$ cat src/rtl/ilu_pkg.sv
package ilu_pkg;
  localparam int DATA_W   = 32;
  localparam int PADDR_W  = 26;
  localparam int REG_AW   = 5;
  localparam int IMM_W    = 16;
  localparam int OPC_W    = 6;
  localparam logic [OPC_W-1:0] OP_DISP = 6'h23;
  localparam logic [OPC_W-1:0] OP_IND  = 6'h33;

  typedef enum logic [2:0] {
    ST_IDLE, ST_CALC, ST_MEM1, ST_MEM2, ST_WB
  } ldState_t;

  typedef struct packed {
    logic latchInstr;
    logic loadEa;
    logic loadPtr;
    logic captureData;
  } ctrlStrobes_t;
endpackage

$ cat src/rtl/ilu_ctrl.sv
module ilu_ctrl
  import ilu_pkg::*;
(
  input  logic             clk,
  input  logic             rstN,
  input  logic             instrValid,
  input  logic [OPC_W-1:0] opcode,
  input  logic             memValid,
  input  logic             eaMisal,
  input  logic             ptrMisal,
  input  logic             rdZero,
  output ctrlStrobes_t     strb,
  output logic             busy,
  output logic             memReq,
  output logic             rfWrEn,
  output logic             misaligned
);
  ldState_t state, nxt;
  logic indQ;
  logic misQ;
  logic misNext;
  logic opKnown;

  assign opKnown = (opcode == OP_DISP) || (opcode == OP_IND);

  always_comb begin
    nxt     = state;
    strb    = '0;
    misNext = 1'b0;
    unique case (state)
      ST_IDLE: if (instrValid && opKnown) begin
        strb.latchInstr = 1'b1;
        nxt = ST_CALC;
      end
      ST_CALC: if (eaMisal) begin
        misNext = 1'b1;
        nxt = ST_IDLE;
      end else begin
        strb.loadEa = 1'b1;
        nxt = ST_MEM1;
      end
      ST_MEM1: if (memValid) begin
        if (indQ) begin
          if (ptrMisal) begin
            misNext = 1'b1;
            nxt = ST_IDLE;
          end else begin
            strb.loadPtr = 1'b1;
            nxt = ST_MEM2;
          end
        end else begin
          strb.captureData = 1'b1;
          nxt = ST_WB;
        end
      end
      ST_MEM2: if (memValid) begin
        strb.captureData = 1'b1;
        nxt = ST_WB;
      end
      ST_WB: nxt = ST_IDLE;
      default: nxt = ST_IDLE;
    endcase
  end

  always_ff @(posedge clk) begin
    if (!rstN) begin
      state <= ST_IDLE;
      indQ  <= 1'b0;
      misQ  <= 1'b0;
    end else begin
      state <= nxt;
      misQ  <= misNext;
      if (strb.latchInstr) indQ <= (opcode == OP_IND);
    end
  end

  assign busy       = (state != ST_IDLE);
  assign memReq     = (state == ST_MEM1) || (state == ST_MEM2);
  assign rfWrEn     = (state == ST_WB) && !rdZero;
  assign misaligned = misQ;
endmodule

$ cat src/rtl/ilu_datapath.sv
module ilu_datapath
  import ilu_pkg::*;
(
  input  logic               clk,
  input  logic               rstN,
  input  ctrlStrobes_t       strb,
  input  logic [DATA_W-1:0]  instrWord,
  input  logic [DATA_W-1:0]  rfRdData,
  input  logic [DATA_W-1:0]  memRdata,
  output logic [REG_AW-1:0]  rfRdAddr,
  output logic [REG_AW-1:0]  rfWrAddr,
  output logic [DATA_W-1:0]  rfWrData,
  output logic [PADDR_W-1:0] memAddr,
  output logic               eaMisal,
  output logic               ptrMisal,
  output logic               rdZero
);
  localparam int RS_LSB = IMM_W + REG_AW;
  localparam int RD_LSB = IMM_W;

  logic [DATA_W-1:0] instrQ, addrQ, dataQ, baseVal, offsetExt, effAddr;
  logic [REG_AW-1:0] rsIdx, rdIdx;
  logic [IMM_W-1:0]  immVal;

  assign rsIdx     = instrQ[RS_LSB +: REG_AW];
  assign rdIdx     = instrQ[RD_LSB +: REG_AW];
  assign immVal    = instrQ[IMM_W-1:0];
  assign baseVal   = (rsIdx == '0) ? '0 : rfRdData;
  assign offsetExt = {{(DATA_W-IMM_W){immVal[IMM_W-1]}}, immVal};
  assign effAddr   = baseVal + offsetExt;

  always_ff @(posedge clk) begin
    if (!rstN) begin
      instrQ <= '0;
      addrQ  <= '0;
      dataQ  <= '0;
    end else begin
      if (strb.latchInstr)  instrQ <= instrWord;
      if (strb.loadEa)      addrQ  <= effAddr;
      else if (strb.loadPtr) addrQ <= memRdata;
      if (strb.captureData) dataQ  <= memRdata;
    end
  end

  assign rfRdAddr = rsIdx;
  assign rfWrAddr = rdIdx;
  assign rfWrData = dataQ;
  assign memAddr  = addrQ[PADDR_W-1:0];
  assign eaMisal  = (effAddr[1:0] != 2'b00);
  assign ptrMisal = (memRdata[1:0] != 2'b00);
  assign rdZero   = (rdIdx == '0);
endmodule

$ cat src/rtl/ind_load_unit.sv
module ind_load_unit
  import ilu_pkg::*;
(
  input  logic               clk,
  input  logic               rstN,
  input  logic               instrValid,
  input  logic [DATA_W-1:0]  instrWord,
  output logic               busy,
  output logic               misaligned,
  output logic [REG_AW-1:0]  rfRdAddr,
  input  logic [DATA_W-1:0]  rfRdData,
  output logic               rfWrEn,
  output logic [REG_AW-1:0]  rfWrAddr,
  output logic [DATA_W-1:0]  rfWrData,
  output logic               memReq,
  output logic [PADDR_W-1:0] memAddr,
  input  logic               memValid,
  input  logic [DATA_W-1:0]  memRdata
);
  ctrlStrobes_t strb;
  logic eaMisal, ptrMisal, rdZero;

  ilu_ctrl ctrl_i (
    .clk(clk), .rstN(rstN), .instrValid(instrValid),
    .opcode(instrWord[DATA_W-1 -: OPC_W]), .memValid(memValid),
    .eaMisal(eaMisal), .ptrMisal(ptrMisal), .rdZero(rdZero),
    .strb(strb), .busy(busy), .memReq(memReq), .rfWrEn(rfWrEn),
    .misaligned(misaligned)
  );

  ilu_datapath dp_i (
    .clk(clk), .rstN(rstN), .strb(strb), .instrWord(instrWord),
    .rfRdData(rfRdData), .memRdata(memRdata), .rfRdAddr(rfRdAddr),
    .rfWrAddr(rfWrAddr), .rfWrData(rfWrData), .memAddr(memAddr),
    .eaMisal(eaMisal), .ptrMisal(ptrMisal), .rdZero(rdZero)
  );
endmodule

$ cat config.mk
export PLATFORM = sky130hd
export DESIGN_NAME = ind_load_unit
export DESIGN_NICKNAME = d
export VERILOG_FILES = /design/src/rtl/ilu_pkg.sv /design/src/rtl/ilu_ctrl.sv /design/src/rtl/ilu_datapath.sv /design/src/rtl/ind_load_unit.sv
export SDC_FILE = /design/constraint.sdc
export NUM_CORES = 1
export LEC_CHECK = 0
export BUFFER_PORTS_ARGS = -buffer_cell sky130_fd_sc_hd__buf_2
export CAP_MARGIN = 30
export CORE_MARGIN = 8
export CORE_UTILIZATION = 40
export DETAILED_ROUTE_END_ITERATION = 12
export PLACE_DENSITY = 0.65
export SYNTH_ARGS = -nofsm -noshare
export SYNTH_HDL_FRONTEND = slang
export SYNTH_SLANG_ARGS = --single-unit
$ cat constraint.sdc
create_clock -name clk -period 3.85 [get_ports clk]
set_input_delay 0.1925 -clock clk [delete_from_list [all_inputs] [get_ports clk]]
set_output_delay 0.1925 -clock clk [all_outputs]
set_load 0.01 [all_outputs]
* Word level (Yosys, flattened, before mapping)
Index checks and enable logic that the tools add are counted. Widths: inputs -> output; s select.
Cells by class: eq/ne operators 9, $add $sub $neg 1, multiplexer cells 26, reduce and logical (&&, ||, !) cells 13
Operators by type and width (number):
- $mux 26 | 3
- $add 26x26->26 | 1
- $mux 1 | 13
- $eq 6x6->1 const B | 2
- $mux 3 | 4
- $pmux 3 s4 | 1
- $logic_not 5->1 | 2
- $eq 3x2->1 const B | 2
- $mux 2 | 3
- $reduce_bool 2->1 | 3
- $ne 2x2->1 const B | 2
- $pmux 1 s2 | 2
- $eq 3x1->1 const B | 1
- $eq 3x3->1 const B | 1
- $logic_not 3->1 | 1
- $reduce_and 3->1 | 1
- $reduce_bool 3->1 | 1
- $logic_and 1x1->1 | 2
- $logic_or 1x1->1 | 2
- $ne 2x1->1 const B | 1
- $logic_not 1->1 | 1
Word-level totals: input port bits 100, output and inout port bits 72, word-level logic and storage cells 55, bits in registers 89

* Longest topological paths before layout
word-level depth 7, mapped depth 13, mapped depth without buffers 12

* Modules after synthesis
A second synthesis with hierarchy kept.
Second synthesis, totals: cells, all modules 562, area total of the unflattened synthesis 5013.6 µm²
By module, submodules not included:
- ilu_datapath | cells an instance 532, seq. area each 1681.6 µm², area an instance 4734.5 µm², times used 1
- ilu_ctrl | cells an instance 30, seq. area each 100.1 µm², area an instance 279.0 µm², times used 1

* Least setup slack after synthesis
No wires, ideal clock.
path kind register -> register, from register dp_i.instrQ[21], to register dp_i.addrQ[18], setup slack 0.541 ns, required time 3.727 ns, path buffers 1, library setup time 0.123 ns, cell stages (with the launch flop) 14, period minus slack after synthesis 3.309 ns, arrival time 3.185 ns, cells stage by stage dfxtp_1 > or4_1 > nor2_1 > clkbuf_1 > nor2b_1 > ha_1 > fa_1 > a211o_1 > nand2_1 > o21ai_2 > a21o_1 > a31oi_1 > xor2_1 > o22ai_1
Between the ends: word-level cells in the longest chain between the ends 7, elaborated cells between the ends (all ways) 8, classes of those cells add/sub: 1; mux: 4; reduce/logical: 3
Ends and longest elaborated chain:
- from (decl) | line ilu_datapath.sv:21 | logic [DATA_W-1:0] instrQ, addrQ, dataQ, baseVal, offsetExt, effAddr;
- from (signal assigned) | line ilu_datapath.sv:38 | if (strb.latchInstr) instrQ <= instrWord;
- $logic_not 5->1 (*) | line ilu_datapath.sv:28 | assign baseVal = (rsIdx == '0) ? '0 : rfRdData;
- $mux 26 (*) | line ilu_datapath.sv:28
- $add 26x26->26 (*) | line ilu_datapath.sv:30 | assign effAddr = baseVal + offsetExt;
- $reduce_bool 2->1 | line ilu_datapath.sv:49 | assign eaMisal = (effAddr[1:0] != 2'b00);
- $mux 1 | line ilu_ctrl.sv:35 | ST_CALC: if (eaMisal) begin
- $mux 1 | line ilu_ctrl.sv:30 | unique case (state)
- $mux 26 / $reduce_bool 2->1 (equally long branches)
- to (signal assigned) | line ilu_datapath.sv:39 | if (strb.loadEa) addrQ <= effAddr;
- to (signal assigned) | line ilu_datapath.sv:40 | else if (strb.loadPtr) addrQ <= memRdata;
- to (decl) | line ilu_datapath.sv:21
Mark *: on every way between the ends. The rest lies on a longest branch, timed or not. A chain may end at the register's enable or synchronous reset.

* Final worst setup path
Ends and elaborated chain as after synthesis.

==> results.cfg <==
[run_status]
status = finished, final reports clean

[cts]
postCtsSetupRepairBufs = 0
cts.sinks = 89
cts.path.max_buffers = 2
cts_hold_buf = 0
insertion_delay_ns = 0.33
h-tree-depth = 3
cts_root_buf = clkbuf_16
cts_resized = 0
cts_tree = yes
clk_pin_slew_ns = 0.06
cts_buffers = 9

[floorplanning]
dieArea_um2 = 16300
die_y_um = 128
rows = 41
start_util = 0.403
ios = 172
die_width_um = 128
core-area_um2 = 12400

[sta]
finalWorstSetupSlack_ns = 0.455
tightest_slew_ns = 0.972
rsz0062_at_grt = no
fin_hold_ws_ns = 0.0921
period_minus_slack_ns = 3.39
final.period_utilization = 0.882
fin_setup_tns_ns = 0
skew_ns = 0.00425
clock.fmax_mhz = 295
hold_viol_final = 0
max_slew_margin = 0.352
maxSlewViolCount = 0
setup-violations-final = 0

[setup_path]
critical_path_class = flip-flop to flip-flop
crit_end = dp_i.addrQ[18]
cp_max_fo = 25
r2r_cells = 13
r2r_slack_ns = 0.46
cp-start-kind = flip-flop
r2r-end = dp_i.addrQ[18]
r2r_start = dp_i.instrQ[21]
critical_path_arrival_ns = 3.60
cp-end-kind = flip-flop
crit_start = dp_i.instrQ[21]
crit_required_ns = 4.06

[yosys]
synth.distinct_cells = 59
syn-cell-area_um2 = 5000
synth-edff-count = 0
synth_commonest_cells = nand2_1, dfxtp_1, a21oi_1, nor2_1, nor2b_1
synthCells = 634
synth_ff_type = dfxtp_1
ys_seq_area_frac = 0.356
async_flop_share = 0
synth_most_common_cell = nand2_1
yosys.area.top_type_share = 0.356
yosysWarnings = 0
synth_area_leaders = dfxtp_1, nand2_1, a21oi_1, ha_1, nor2b_1
ys_ff_latch = 89
synth_top_cell_by_area = dfxtp_1
syn_area_per_cell_um2 = 7.89
synthesis.nets = 760

[power]
internal_power_mw = 1.61
p_sw_mw = 0.428
leakage_nw = 2.79
power_frac_seq = 0.454
p_comb_frac = 0.058
vdd_ir_drop_max_uv = 242
clkPwrFrac = 0.488
swShare = 0.210
power_density_nw_per_um2 = 327

[grt]
grt_pass1_wl_um = 23400
grt_pass1_vias = 4711
globalRouteOverflowTotal = 0
grt_usage = 0.176
grt_max_degree = 44
antenna_found_initial = 1

[place]
portBuffers = 165
post-dp-hpwl_um = 11700
gp_congestion = 0.840
place_ws_ns = 0.417

[min_path]
hold_class = input pin to flip-flop

[route]
wl_met2_um = 6720
met1_length_um = 6860
route.detailed.drc = 0
post_drt_via_cell_ratio = 5.11
drt_iter0_drc = 269
vias = 4850
wl_met3_um = 1020
top_layer = met5
dr.pass1.iters = 4
ant_nets = 0
wl_per_cell_um = 15.6
drt-total-wl_um = 14800

[final_layout]
drive_gt1_frac = 0.269
diodes = 0
area_growth_pct = 24.8
final_nets = 899
final_core_util = 0.503

[flow_run]
cap_violations = 0
[worst min-delay path by stage]
stage,start,endpoint,depth (start not counted)
2_1_floorplan,instrWord[0],dp_i.instrQ[0],2
3_3_place_gp,memRdata[31],dp_i.rfWrData[31],3
3_5_place_dp,instrWord[10],dp_i.instrQ[10],3
4_1_cts,instrWord[13],dp_i.instrQ[13],3
5_1_grt,instrWord[16],dp_i.instrQ[16],3
6_report,instrWord[19],dp_i.instrQ[19],3
[cell type report]
| cell class | instances | area, um2 |
|---|---|---|
| inverter | 7 | 26.3 |
| sequential | 89 | 1780 |
| timing repair buffer | 172 | 906 |
| clock buffer | 9 | 225 |
| multi-input combinational | 494 | 2970 |
| tap | 172 | 215 |
| fill | 1256 | 6170 |
| clock inverter | 7 | 118 |
[critical path, stage by stage, from the launching register on]
cell and delay [ns]:
dfxtp_1 0.32, or4_1 0.54, nor2_1 0.11, buf_4 0.26, nor2b_1 0.08, ha_1 0.21
fa_1 0.43, a211o_1 0.33, nand2_1 0.11, o21ai_2 0.11, a21o_1 0.22, a31oi_1 0.20
xor2_1 0.23, o22ai_1 0.12
[through the flow]
| stage | cell area (um2) | power [mW] | cells |
|---|---|---|---|
| final | 6240 | 2.04 | 950 |
| after global routing | 6240 | 2.11 | 950 |
| after CTS | 6240 | 2.06 | 950 |
| after detailed placement | 5900 | 1.07 | 934 |
| after global placement | 5870 | 1.06 | 932 |
| after floorplan | 5000 | 0.999 | 634 |
[cell usage in the layout (no fill, tap or decap), types with 6 or more instances in the layout]
master,n
o22ai_1,7
ha_1,25
nor2_1,35
xnor2_1,7
dfxtp_1,89
xor2_1,10
nor2b_1,28
mux2_2,7
nand3_1,10
buf_2,165
o21ai_0,16
mux2i_1,13
and3_1,8
inv_1,6
nor3_1,6
clkbuf_16,9
a21o_1,12
a211oi_1,8
nand2_1,148
a21oi_1,87
[power by group through the flow]
stage | clock, mW | sequential, mW | combinational [mW]
2_1_floorplan | 0 | 0.947 | 0.0521
3_3_place_gp | 0 | 0.947 | 0.118
3_5_place_dp | 0 | 0.947 | 0.119
4_1_cts | 1.01 | 0.926 | 0.120
5_1_grt | 1.05 | 0.926 | 0.131
6_report | 0.996 | 0.926 | 0.119
[cell families (layout without fill, tap and decap cells)]
kind of cell | count (synthesis) | in the layout | synth area share
AOI/OAI and AO/OA | 177 | 177 | 0.226
xor gates and xnor gates | 17 | 17 | 0.0298
adders and majority gates | 26 | 26 | 0.0665
buffers and inverters | 51 | 195 | 0.0510
DFF | 89 | 89 | 0.356
muxes | 22 | 22 | 0.0463
and+or+nand+nor | 252 | 252 | 0.224
[routing by layer]
metal	vias up	GRT usage
li1	2484	-
met1	2197	0.223
met2	151	0.286
met3	16	0.0458
met4	2	0.0510
met5	-	0
[state kept, by name, summed over array words and instances, names as in the netlist]
signal and flops:
dp_i.rfWrData 32, dp_i.addrQ 26, dp_i.instrQ 26, ctrl_i.state 3, ctrl_i.indQ 1, ctrl_i.misaligned 1
Power figures use the tool's default switching activity.
